<file path="config.mk">
export PLATFORM = sky130hd
export DESIGN_NAME = scmd_if
export DESIGN_NICKNAME = d
export VERILOG_FILES = /design/src/rtl/scmd_pkg.sv /design/src/rtl/scmd_sync_edge.sv /design/src/rtl/scmd_shifter.sv /design/src/rtl/scmd_decode.sv /design/src/rtl/scmd_if.sv
export SDC_FILE = /design/constraint.sdc
export NUM_CORES = 1
export LEC_CHECK = 0
export ABC_CLOCK_PERIOD_IN_PS = 3000
export BUFFER_PORTS_ARGS = -buffer_cell sky130_fd_sc_hd__buf_4
export CORE_MARGIN = 2
export CORE_UTILIZATION = 50
export CTS_BUF_LIST = sky130_fd_sc_hd__clkbuf_4 sky130_fd_sc_hd__clkbuf_8
export CTS_CLUSTER_DIAMETER = 60
export CTS_CLUSTER_SIZE = 12
export DETAILED_ROUTE_END_ITERATION = 8
export PLACE_DENSITY = 0.74
export SLEW_MARGIN = 20
export SYNTH_ARGS = -nofsm -noshare
export SYNTH_HDL_FRONTEND = slang
export SYNTH_SLANG_ARGS = --single-unit
</file>
<file path="constraint.sdc">
create_clock -name clk -period 3 [get_ports clk]
set_clock_uncertainty 0.15 [all_clocks]
set_input_delay 0.6 -clock clk [delete_from_list [all_inputs] [get_ports clk]]
set_output_delay 0.6 -clock clk [all_outputs]
set_load 0.01 [all_outputs]
</file>
<file path="src/rtl/scmd_pkg.sv">
// Shared types for the strobed serial command interface.
// Assumes: command class in the top two bits of a command byte.
package scmd_pkg;

    localparam int ADDR_W = 5;

    typedef enum logic [1:0] {
        CLS_SETUP  = 2'b00,
        CLS_DATA   = 2'b01,
        CLS_ADDR   = 2'b10,
        CLS_STATUS = 2'b11
    } cmd_cls_e;

    localparam logic [2:0] MODE_DISP = 3'd0;
    localparam logic [2:0] MODE_CHAR = 3'd1;
    localparam logic [2:0] MODE_FONT = 3'd2;
    localparam logic [2:0] MODE_LED  = 3'd3;
    localparam logic [2:0] MODE_KEY  = 3'd4;

    // Status word, packed so that bit 5 is test and bits 1:0 the LCD mode.
    typedef struct packed {
        logic       test;
        logic       standby;
        logic       scan;
        logic       led;
        logic [1:0] lcd;
    } status_t;

    // Panel setup word: bit 2 supply, bit 1 slave, bit 0 duty.
    typedef struct packed {
        logic int_sup;
        logic slave;
        logic duty;
    } setup_t;

endpackage

</file>
<file path="src/rtl/scmd_sync_edge.sv">
// Synchronizes strobe, shift clock and data into the block clock and
// derives strobe-rise and shift-clock edges.
// Assumes: all three inputs are asynchronous; the host holds each
// shift-clock level for more than STAGES+1 block clocks.
module scmd_sync_edge #(
    parameter int STAGES = 2
) (
    input  logic clk,
    input  logic rst_n,
    input  logic stb_i,
    input  logic sck_i,
    input  logic dat_i,
    output logic stb_o,
    output logic stb_rise_o,
    output logic sck_rise_o,
    output logic sck_fall_o,
    output logic dat_o
);
    localparam logic [2:0] IDLE = 3'b011; // {stb, sck, dat}

    logic [STAGES-1:0][2:0] pipe_q;
    logic [1:0]             prev_q;   // {stb, sck} one clock later

    // Synchronizer chain for {strobe, clock, data}.
    always_ff @(posedge clk) begin
        if (!rst_n) begin
            for (int i = 0; i < STAGES; i++) pipe_q[i] <= IDLE;
        end else begin
            pipe_q[0] <= {stb_i, sck_i, dat_i};
            for (int i = 1; i < STAGES; i++) pipe_q[i] <= pipe_q[i-1];
        end
    end

    // Previous synchronized levels for edge detection.
    always_ff @(posedge clk) begin
        if (!rst_n) prev_q <= IDLE[2:1];
        else        prev_q <= pipe_q[STAGES-1][2:1];
    end

    assign stb_o      = pipe_q[STAGES-1][2];
    assign dat_o      = pipe_q[STAGES-1][0];
    assign stb_rise_o = pipe_q[STAGES-1][2] & ~prev_q[1];
    assign sck_rise_o = pipe_q[STAGES-1][1] & ~prev_q[0];
    assign sck_fall_o = ~pipe_q[STAGES-1][1] & prev_q[0];

endmodule

</file>
<file path="src/rtl/scmd_shifter.sv">
// Byte framing and bit serialization. Assembles MSB-first bytes on
// shift-clock rises, tags the first byte of a strobe window as a
// command, and drives the open-drain pull on shift-clock falls.
// Assumes: synchronized inputs from scmd_sync_edge.
module scmd_shifter (
    input  logic       clk,
    input  logic       rst_n,
    input  logic       stb_i,
    input  logic       stb_rise_i,
    input  logic       sck_rise_i,
    input  logic       sck_fall_i,
    input  logic       din_i,
    input  logic       tx_en_i,
    input  logic [7:0] tx_byte_i,
    output logic       byte_vld_o,
    output logic       byte_cmd_o,
    output logic [7:0] byte_o,
    output logic       pull_low_o
);
    logic [2:0] bit_cnt_q;
    logic [6:0] sr_q;
    logic       first_q;

    // Receive framing, byte hand-off and transmit bit drive.
    always_ff @(posedge clk) begin
        if (!rst_n) begin
            bit_cnt_q  <= '0;
            sr_q       <= '0;
            first_q    <= 1'b0;
            byte_vld_o <= 1'b0;
            byte_cmd_o <= 1'b0;
            byte_o     <= '0;
            pull_low_o <= 1'b0;
        end else begin
            byte_vld_o <= 1'b0;
            if (!stb_i) begin
                bit_cnt_q  <= '0;
                pull_low_o <= 1'b0;
            end else begin
                if (stb_rise_i) begin
                    bit_cnt_q <= '0;
                    first_q   <= 1'b1;
                end else if (sck_rise_i) begin
                    sr_q      <= {sr_q[5:0], din_i};
                    bit_cnt_q <= bit_cnt_q + 3'd1;
                    if (bit_cnt_q == 3'd7) begin
                        byte_vld_o <= 1'b1;
                        byte_o     <= {sr_q, din_i};
                        byte_cmd_o <= first_q;
                        first_q    <= 1'b0;
                    end
                end
                if (sck_fall_i)
                    pull_low_o <= tx_en_i & ~tx_byte_i[~bit_cnt_q];
            end
        end
    end

    AST_LINE_FREED: assert property (@(posedge clk) disable iff (!rst_n)
        !stb_i |=> !pull_low_o);

    AST_BYTE_ON_RISE: assert property (@(posedge clk) disable iff (!rst_n)
        byte_vld_o |-> ($past(sck_rise_i) && $past(stb_i)));

    AST_NO_BACK_TO_BACK: assert property (@(posedge clk) disable iff (!rst_n)
        byte_vld_o |=> !byte_vld_o);

endmodule

</file>
<file path="src/rtl/scmd_decode.sv">
// Command decoder and data router. Holds the mode, address, status,
// panel setup and LED latch, issues write strobes with range checks,
// and selects the key byte to transmit during a key read.
// Assumes: byte_vld_i pulses are separated by many clocks.
module scmd_decode
    import scmd_pkg::*;
#(
    parameter int DISP_LAST = 24,
    parameter int CHAR_LAST = 7,
    parameter int FONT_LAST = 15,
    parameter int FONT_ROWS = 7,
    parameter int KEY_BYTES = 4,
    parameter int LED_W     = 4
) (
    input  logic                  clk,
    input  logic                  rst_n,
    input  logic                  stb_i,
    input  logic                  byte_vld_i,
    input  logic                  byte_cmd_i,
    input  logic [7:0]            byte_i,
    input  logic [KEY_BYTES*8-1:0] key_data_i,
    output logic                  wr_en_o,
    output logic [2:0]            wr_tgt_o,
    output logic [ADDR_W-1:0]     wr_addr_o,
    output logic [2:0]            wr_row_o,
    output logic [7:0]            wr_data_o,
    output logic [LED_W-1:0]      led_o,
    output setup_t                setup_o,
    output status_t               status_o,
    output logic                  tx_en_o,
    output logic [7:0]            tx_byte_o
);
    localparam int IDX_W = $clog2(KEY_BYTES + 1);
    localparam int SEL_W = $clog2(KEY_BYTES);
    localparam logic [ADDR_W-1:0] DISP_LAST_A = ADDR_W'(DISP_LAST);
    localparam logic [ADDR_W-1:0] CHAR_LAST_A = ADDR_W'(CHAR_LAST);
    localparam logic [ADDR_W-1:0] FONT_LAST_A = ADDR_W'(FONT_LAST);
    localparam logic [2:0]        ROWS_V      = 3'(FONT_ROWS);
    localparam logic [IDX_W-1:0]  KEY_BYTES_V = IDX_W'(KEY_BYTES);

    logic [2:0]        mode_q;
    logic              fixed_q;
    logic [ADDR_W-1:0] addr_q;
    logic              rd_q;
    logic [IDX_W-1:0]  rd_idx_q;
    logic              addr_ok;
    logic [7:0]        key_bytes [KEY_BYTES];
    cmd_cls_e          cls;

    // Split the key word into bytes, most significant byte first.
    for (genvar g = 0; g < KEY_BYTES; g++) begin : g_key
        assign key_bytes[g] = key_data_i[KEY_BYTES*8-1-8*g -: 8];
    end

    // Address range check for the current data mode.
    always_comb begin
        case (mode_q)
            MODE_DISP: addr_ok = (addr_q <= DISP_LAST_A);
            MODE_CHAR: addr_ok = (addr_q <= CHAR_LAST_A);
            MODE_FONT: addr_ok = (addr_q <= FONT_LAST_A);
            default:   addr_ok = 1'b0;
        endcase
    end

    assign cls       = cmd_cls_e'(byte_i[7:6]);
    assign tx_en_o   = rd_q && (rd_idx_q < KEY_BYTES_V);
    assign tx_byte_o = tx_en_o ? key_bytes[rd_idx_q[SEL_W-1:0]] : 8'hFF;

    // Command decode, data routing and key-read progress.
    always_ff @(posedge clk) begin
        if (!rst_n) begin
            mode_q    <= '0;
            fixed_q   <= 1'b0;
            addr_q    <= '0;
            rd_q      <= 1'b0;
            rd_idx_q  <= '0;
            wr_en_o   <= 1'b0;
            wr_tgt_o  <= '0;
            wr_addr_o <= '0;
            wr_row_o  <= '0;
            wr_data_o <= '0;
            led_o     <= '0;
            setup_o   <= '0;
            status_o  <= '0;
        end else begin
            wr_en_o <= 1'b0;
            if (!stb_i) begin
                rd_q     <= 1'b0;
                rd_idx_q <= '0;
            end
            if (byte_vld_i) begin
                if (byte_cmd_i) begin
                    case (cls)
                        CLS_SETUP: begin
                            if (byte_i[2:0] != setup_o) begin
                                setup_o      <= setup_t'(byte_i[2:0]);
                                status_o.lcd  <= 2'b00;
                                status_o.scan <= 1'b0;
                            end
                        end
                        CLS_DATA: begin
                            mode_q   <= byte_i[2:0];
                            fixed_q  <= byte_i[3];
                            rd_q     <= (byte_i[2:0] == MODE_KEY);
                            rd_idx_q <= '0;
                        end
                        CLS_ADDR:   addr_q   <= byte_i[ADDR_W-1:0];
                        default:    status_o <= status_t'(byte_i[5:0]);
                    endcase
                end else if (rd_q) begin
                    if (rd_idx_q < KEY_BYTES_V) rd_idx_q <= rd_idx_q + IDX_W'(1);
                end else begin
                    case (mode_q)
                        MODE_DISP, MODE_CHAR: begin
                            if (addr_ok) begin
                                wr_en_o   <= 1'b1;
                                wr_tgt_o  <= mode_q;
                                wr_addr_o <= addr_q;
                                wr_row_o  <= 3'd0;
                                wr_data_o <= byte_i;
                                if (!fixed_q) addr_q <= addr_q + ADDR_W'(1);
                            end
                        end
                        MODE_FONT: begin
                            if (addr_ok && (byte_i[7:5] < ROWS_V)) begin
                                wr_en_o   <= 1'b1;
                                wr_tgt_o  <= mode_q;
                                wr_addr_o <= addr_q;
                                wr_row_o  <= byte_i[7:5];
                                wr_data_o <= {3'b000, byte_i[4:0]};
                            end
                        end
                        MODE_LED: led_o <= byte_i[LED_W-1:0];
                        default: ;
                    endcase
                end
            end
        end
    end

    AST_DISP_IN_RANGE: assert property (@(posedge clk) disable iff (!rst_n)
        (wr_en_o && wr_tgt_o == MODE_DISP) |-> (wr_addr_o <= DISP_LAST_A));

    AST_CHAR_IN_RANGE: assert property (@(posedge clk) disable iff (!rst_n)
        (wr_en_o && wr_tgt_o == MODE_CHAR) |-> (wr_addr_o <= CHAR_LAST_A));

    AST_FONT_ROW_LEGAL: assert property (@(posedge clk) disable iff (!rst_n)
        (wr_en_o && wr_tgt_o == MODE_FONT) |-> (wr_row_o < ROWS_V && wr_data_o[7:5] == 3'b000));

    AST_SETUP_BLANKS: assert property (@(posedge clk) disable iff (!rst_n)
        (setup_o != $past(setup_o)) |-> (status_o.lcd == 2'b00 && !status_o.scan));

    AST_READ_SILENT: assert property (@(posedge clk) disable iff (!rst_n)
        rd_q |-> !wr_en_o);

    AST_WR_SINGLE: assert property (@(posedge clk) disable iff (!rst_n)
        wr_en_o |=> !wr_en_o);

endmodule

</file>
<file path="src/rtl/scmd_if.sv">
// Top of the strobed serial command interface: synchronizer, byte
// shifter and command decoder. Assumes the host's shift-clock half
// period spans at least SYNC_STAGES+2 block clocks.
module scmd_if
    import scmd_pkg::*;
#(
    parameter int SYNC_STAGES = 2,
    parameter int DISP_LAST   = 24,
    parameter int CHAR_LAST   = 7,
    parameter int FONT_LAST   = 15,
    parameter int FONT_ROWS   = 7,
    parameter int KEY_BYTES   = 4,
    parameter int LED_W       = 4,
    localparam int KEY_W      = KEY_BYTES * 8
) (
    input  logic              clk,
    input  logic              rst_n,
    input  logic              ser_stb_i,
    input  logic              ser_sck_i,
    input  logic              ser_dat_i,
    output logic              ser_dat_pull_o,
    input  logic [KEY_W-1:0]  key_data_i,
    output logic              wr_en_o,
    output logic [2:0]        wr_tgt_o,
    output logic [ADDR_W-1:0] wr_addr_o,
    output logic [2:0]        wr_row_o,
    output logic [7:0]        wr_data_o,
    output logic [LED_W-1:0]  led_o,
    output logic              duty_o,
    output logic              slave_o,
    output logic              int_supply_o,
    output logic [1:0]        lcd_mode_o,
    output logic              led_en_o,
    output logic              scan_en_o,
    output logic              standby_o,
    output logic              test_mode_o
);
    logic       stb, stb_rise, sck_rise, sck_fall, din;
    logic       byte_vld, byte_cmd, tx_en;
    logic [7:0] byte_val, tx_byte;
    setup_t     setup;
    status_t    status;

    scmd_sync_edge #(.STAGES(SYNC_STAGES)) i_sync (
        .clk        (clk),
        .rst_n      (rst_n),
        .stb_i      (ser_stb_i),
        .sck_i      (ser_sck_i),
        .dat_i      (ser_dat_i),
        .stb_o      (stb),
        .stb_rise_o (stb_rise),
        .sck_rise_o (sck_rise),
        .sck_fall_o (sck_fall),
        .dat_o      (din)
    );

    scmd_shifter i_shift (
        .clk        (clk),
        .rst_n      (rst_n),
        .stb_i      (stb),
        .stb_rise_i (stb_rise),
        .sck_rise_i (sck_rise),
        .sck_fall_i (sck_fall),
        .din_i      (din),
        .tx_en_i    (tx_en),
        .tx_byte_i  (tx_byte),
        .byte_vld_o (byte_vld),
        .byte_cmd_o (byte_cmd),
        .byte_o     (byte_val),
        .pull_low_o (ser_dat_pull_o)
    );

    scmd_decode #(
        .DISP_LAST (DISP_LAST),
        .CHAR_LAST (CHAR_LAST),
        .FONT_LAST (FONT_LAST),
        .FONT_ROWS (FONT_ROWS),
        .KEY_BYTES (KEY_BYTES),
        .LED_W     (LED_W)
    ) i_dec (
        .clk        (clk),
        .rst_n      (rst_n),
        .stb_i      (stb),
        .byte_vld_i (byte_vld),
        .byte_cmd_i (byte_cmd),
        .byte_i     (byte_val),
        .key_data_i (key_data_i),
        .wr_en_o    (wr_en_o),
        .wr_tgt_o   (wr_tgt_o),
        .wr_addr_o  (wr_addr_o),
        .wr_row_o   (wr_row_o),
        .wr_data_o  (wr_data_o),
        .led_o      (led_o),
        .setup_o    (setup),
        .status_o   (status),
        .tx_en_o    (tx_en),
        .tx_byte_o  (tx_byte)
    );

    assign duty_o       = setup.duty;
    assign slave_o      = setup.slave;
    assign int_supply_o = setup.int_sup;
    assign lcd_mode_o   = status.lcd;
    assign led_en_o     = status.led;
    assign scan_en_o    = status.scan;
    assign standby_o    = status.standby;
    assign test_mode_o  = status.test;

endmodule

</file>
# Word level (Yosys, flattened, before mapping)
# Index checks and enable logic that the tools add are counted.
# classes
addsub,3
multipliers,0
div,0
n_lt_le_gt_ge,7
eq_ne,14
n_shift,0
mux,46
bitwise_logic,19
reduce_logical,26
# ops
operator,count
5-bit 2-to-1 mux,8
8-bit 2-to-1 mux,5
3-bit 2-to-1 mux,10
8-bit binary-select mux with 2-bit select,1
8-bit case mux with 2 select lines,1
4-bit AND reduction,4
1-bit inverter,13
1-bit 2-to-1 mux,12
3-bit case mux with 2 select lines,2
3-bit AND reduction,4
6-bit AND reduction,2
5-bit case mux with 2 select lines,1
2-bit nonzero test,5
"2-bit by 1-bit != test with 1-bit output, second input constant",4
4-bit OR reduction,2
"3-bit by 1-bit adder with 3-bit output, second input constant",2
"3-bit by 2-bit equality test with 1-bit output, second input constant",2
"3-bit equality test, second input constant",2
"3-bit less-than comparator, second input constant",2
3-bit OR reduction,2
"5-bit by 1-bit adder with 5-bit output, second input constant",1
"5-bit by 3-bit less-or-equal comparator with 1-bit output, second input constant",1
"5-bit by 4-bit less-or-equal comparator with 1-bit output, second input constant",1
"5-bit less-or-equal comparator, second input constant",1
other kinds (20),27
# word_totals
register_bits,76
latchBits,0
ramBits,0
mem_bits_ro,0
in_bits,37
output_inout_bits,34
word_cells,144
mem_count,0

# Depth between registers and ports, before layout
# depth
ltp_word,9
depth_mapped,10
mapped_depth_nobuf,8

# Modules after synthesis
# Synthesis repeated with hierarchy kept, for this count alone.
# unflattened
hier_cells,375
hier_area_um2,3583.4
# modules_own_cells
mod,instances,cells_each,area_each_um2,seq_area_each_um2
scmd_decode,1,263,2423.6,920.9
scmd_shifter,1,93,930.9,440.4
scmd_sync_edge,1,19,229.0,160.2

# Worst setup path after synthesis
# No wires, ideal clock.
# synth_path
path_type,register to register
startpoint,reg i_dec.addr_q[0]
endpoint,reg i_dec.addr_q[3]
setup_time_ns,0.116
t_arrival_ns,1.969
t_required_ns,2.734
slack_ns,0.765
stages_incl_launch_ff,9
path_buffers,1
synth_period_minus_slack_ns,2.235
cell_sequence,dfxtp_1 -> ha_1 -> and3_1 -> ha_1 -> nor2b_1 -> a221oi_2 -> or4_1 -> buf_2 -> a41o_1
# synth_via
elab_chain_cells,6
elab_cells_between_ends,12
cone_classes,add/sub (1); order compare (3); mux (6); reduce/logical (2)
# synth_lines
item,line,text
"start, declared",scmd_decode.sv:43,logic [ADDR_W-1:0] addr_q;
"start signal, assigned",scmd_decode.sv:107,CLS_ADDR: addr_q <= byte_i[ADDR_W-1:0];
"start signal, assigned",scmd_decode.sv:121,if (!fixed_q) addr_q <= addr_q + ADDR_W'(1);
5-bit by 1-bit adder with 5-bit output,scmd_decode.sv:121,
5-bit 2-to-1 mux,scmd_decode.sv:121,
5-bit 2-to-1 mux,scmd_decode.sv:115,if (addr_ok) begin
5-bit 2-to-1 mux,scmd_decode.sv:113,case (mode_q)
5-bit 2-to-1 mux,scmd_decode.sv:110,end else if (rd_q) begin
5-bit 2-to-1 mux,scmd_decode.sv:92,if (byte_cmd_i) begin
# Parallel ways exist; a longest one is shown, timed or not. The select of a mux whose other input is x is not followed.
# A chain may end at the register's enable or synchronous reset.

# Worst setup path after layout
# layout_path
startpoint,reg i_dec.addr_q[1]
endpoint,reg i_dec.wr_data_o[2]
# layout_via
elab_chain_cells,5
elab_cells_between_ends,8
cone_classes,order compare (3); eq/ne (2); mux (1); reduce/logical (2)
# layout_lines
item,line,text
"5-bit by 4-bit less-or-equal comparator with 1-bit output, or another cell as far along",scmd_decode.sv:60,MODE_FONT: addr_ok = (addr_q <= FONT_LAST_A);
1-bit case mux with 3 select lines (*),scmd_decode.sv:57,case (mode_q)
1-bit logical AND,scmd_decode.sv:125,if (addr_ok && (byte_i[7:5] < ROWS_V)) begin
2-bit by 1-bit != test with 1-bit output (no line),n/a,
6-bit AND reduction (no line) (*),n/a,
"end signal, assigned",scmd_decode.sv:120,wr_data_o <= byte_i;
"end signal, assigned",scmd_decode.sv:130,"wr_data_o <= {3'b000, byte_i[4:0]};"
"end, declared",scmd_decode.sv:26,"output logic [7:0] wr_data_o,"
# Mark *: on every way between the ends. The rest lies on a longest branch, timed or not.

==> results.toml <==
[sta]
slew_viol_final = 0
setup_violations = 0
rsz0062_at_grt = "false"
max_freq_mhz = 391.5
tns_ns = 0
slew_headroom_pct = 57.51
worst_pin_slew_ns = 0.6365
finalHoldViolCount = 0
min_period_ns = 2.554
min_period_over_period_pct = 85.14

[clocking]
cts_buffer_depth = 2
htree_levels = 3
post_cts_buffers = 0
cts-root-buf = "clkbuf_8"
cts_buffers = 9
cts_hold_buffers = 0
cts.sinks = 76
clk_pin_slew_ns = 0.08
clk_latency_ns = 0.36
cts_tree = "yes"
cts-resized-gates = 0

[setup_path]
rr_startpoint = "i_dec.addr_q[1]$_SDFFE_PN0P_"
path_cells = "ha_1 -> and3_1 -> ha_1 -> nor2b_1 -> a221oi_2 -> o311ai_2 -> buf_4 -> nand3_1 -> o21ai_0"
crit_slowest_cell = "o311ai_2"
required_ns = 3.13
critPathKind = "reg2reg"
path_buf_inv = 1
cp_slowest_stage_delay_ns = 0.57
r2r_setup_slack_ns = 0.45
critPathMaxFanout = 23
worstRegToRegCells = 9
critPathArrivalTime_ns = 2.69
crit_top_cell = "ha_1"
crit_path_end_kind = "flop"
cp_top_family = "compound AO/OA/AOI/OAI gates"
reg2reg_to = "i_dec.wr_data_o[2]$_SDFFE_PN0P_"
critPathLaunchType = "flop"

[power]
power_switching_mw = 0.4168
p_sw_share_pct = 20.34
vdd_drop_max_uv = 421.6
cellPowerDensity_nw_per_um2 = 483.7
p_int_mw = 1.632
p_leak_nw = 1.740
sequentialPowerShare_pct = 49.6
clkPwrFrac_pct = 46.8
p_comb_share_pct = 3.7

[final_layout]
fill_cells = 596
nets = 474
drive_gt1_share_pct = 23.61
diodes = 0
areaGrowthSynthToFinish_pct = 21.80
design_area_sq_um = 4237

[drt]
drc = 0
num_vias = 2854
via_per_inst = 5.574
dr.pass1.iters = 4
ant_nets = 0
drtIter0Drc = 192
wl_mm = 7.835
detail_route.wl_per_cell_um = 15.30

[run]
cap_viol_max_count = 0

[min_path]
hp-start = "i_sync.pipe_q[0]$_SDFF_PN1_"
holdPathEnd = "i_sync.dat_o$_SDFF_PN1_"
whs_path_depth = 1
hp-class = "reg2reg"

[floorplan]
core-area_sq_um = 6756
io_pins = 71
initial_utilization_pct = 51.48
die_y_um = 87.41
dieArea_sq_um = 7640
dieWidth_um = 87.41
row_count = 30

[global_route]
grt_pass1_wl_mm = 12.85
grt_start_max_net_pins = 48
antenna_found_initial = 0
grt_usage_pct = 21.95
grt_pass1_vias = 2654
overflow = 0

[synthesis]
synthCells = 369
ys_seq_area_share_pct = 43.74
synth_edf_count = 0
syn_area_sq_um = 3478
synth_cell_types = 53
avgSynthCellArea_sq_um = 9.426
synth_seq_cells = 76
ys_warn_count = 0
synthFlopType = "dfxtp_1"
syn_nets = 416
synthArstFlopShare_pct = 0

[placed_design]
io_buffers = 70
place_area_sq_um = 3988
dpl.hpwl_mm = 5.318
gp_congestion = 0.8814

[status]
status = "completed"
-- final cells by class --
class / count / area, sq um / area share (%)
multi-input cells: 257 / 1777 / 41.94
well taps: 80 / 100.1 / 2.363
flip-flops and latches: 76 / 1521 / 35.91
clock buffers: 10 / 137.6 / 3.249
repair buffers: 74 / 555.5 / 13.11
inverters: 9 / 33.78 / 0.7974
clock inverters: 6 / 111.4 / 2.628
-- how the worst max path moves through the flow --
stage	startpoint	endpoint	slack [ns]	depth (start not counted)
5_1_grt	i_dec.addr_q[0]$_SDFFE_PN0P_	i_dec.wr_data_o[2]$_SDFFE_PN0P_	0.18	9
3_5_place_dp	i_dec.addr_q[0]$_SDFFE_PN0P_	i_dec.wr_data_o[2]$_SDFFE_PN0P_	0.48	9
2_1_floorplan	i_dec.addr_q[0]$_SDFFE_PN0P_	i_dec.addr_q[3]$_SDFFE_PN0P_	0.76	8
6_report	i_dec.addr_q[1]$_SDFFE_PN0P_	i_dec.wr_data_o[2]$_SDFFE_PN0P_	0.45	9
3_3_place_gp	i_dec.addr_q[0]$_SDFFE_PN0P_	i_dec.wr_addr_o[1]$_SDFFE_PN0P_	0.61	9
4_1_cts	i_dec.addr_q[0]$_SDFFE_PN0P_	i_dec.wr_data_o[2]$_SDFFE_PN0P_	0.46	9
-- cell families (layout without fill, tap and decap cells) --
logic type	count (synthesis)	count (layout)	synth area share (%)
compound gates	69	69	13.92
xor+xnor	4	4	1.007
fa+ha+maj	10	10	3.597
buf+inv	36	99	5.396
flops	76	76	43.74
mux	28	28	11.76
simple gates	146	146	20.58
-- layer usage --
layer | vias up | GRT usage [%] | wire length [um]
li1 | 1426 | - | -
met1 | 1333 | 27.65 | 3496
met2 | 80 | 35.06 | 3659
met3 | 15 | 7.962 | 544
met4 | 0 | 6.853 | 134
met5 | - | 0 | 0
-- synthesized netlist by cell type (2+ instances only) --
master / number / area share, %
a2111oi_4: 2 / 1.6
a21o_1: 2 / 0.43
a21oi_1: 24 / 3.5
a22o_1: 3 / 0.76
a22oi_1: 4 / 0.86
a311oi_1: 2 / 0.50
a31oi_1: 4 / 0.72
and2_1: 4 / 0.72
and3_1: 6 / 1.1
buf_1: 2 / 0.22
buf_2: 2 / 0.29
buf_6: 2 / 0.65
clkbuf_1: 17 / 1.8
clkbuf_8: 2 / 0.79
dfxtp_1: 76 / 44
ha_1: 10 / 3.6
inv_1: 9 / 0.97
mux2_2: 2 / 0.65
mux2i_1: 18 / 5.2
mux4_1: 7 / 5.3
nand2_1: 39 / 4.2
nand2b_1: 9 / 1.6
nand3_1: 33 / 4.7
nand4_1: 3 / 0.54
nor2_1: 31 / 3.3
nor2b_1: 5 / 0.90
nor3_1: 3 / 0.43
nor4_1: 2 / 0.36
o21ai_0: 14 / 2.0
o31ai_1: 5 / 1.1
or4_1: 2 / 0.43
xnor2_1: 4 / 1.0
-- layout by cell type, fill, tap and decap left out, drive strengths merged, types with 10 or more instances in the layout --
cell type and n:
clkbuf 10, nand3 33, buf 74, nor2 31, ha 10, nand2 39, mux2i 18, o21ai 14
a21oi 24, dfxtp 76
-- worst register-to-register path: stages, from the launching register on --
cell,delay [ns]
dfxtp_1,0.36
ha_1,0.24
and3_1,0.19
ha_1,0.18
nor2b_1,0.15
a221oi_2,0.10
o311ai_2,0.57
buf_4,0.34
nand3_1,0.09
o21ai_0,0.09
-- sequential cells by signal (all words and copies together) (netlist names), 4 cells and up --
| register | flops |
|---|---|
| i_shift.sr_q | 7 |
| i_dec.wr_data_o | 8 |
| i_dec.status_o | 6 |
| i_dec.wr_addr_o | 5 |
| i_dec.led_o | 4 |
| i_sync.pipe_q | 4 |
| i_shift.byte_o | 8 |
| i_dec.addr_q | 5 |
-- through the flow --
stage               utilization, %  total power [mW]  hold slack, ns  std cells  setup WS (ns)
finish                       62.70             2.049          0.2667        512         0.4457
global route                 62.70             2.124          0.2577        512         0.1834
CTS                          62.70             2.077          0.2611        512         0.4581
detailed placement           59.02             1.115          0.2514        496         0.4812
global placement             59.02             1.113          0.2426        496         0.6116
floorplan                        -             1.077          0.2363        369         0.7649
-- power groups by stage --
stage                     logic, mW  clock network (mW)  registers (mW)
after floorplan              0.0383                   0            1.04
after global placement       0.0735                   0            1.04
after detailed placement     0.0752                   0            1.04
after CTS                    0.0755               0.985            1.02
after global routing         0.0804                1.03            1.02
final                        0.0749               0.958            1.02
Power figures use the tool's default switching activity.
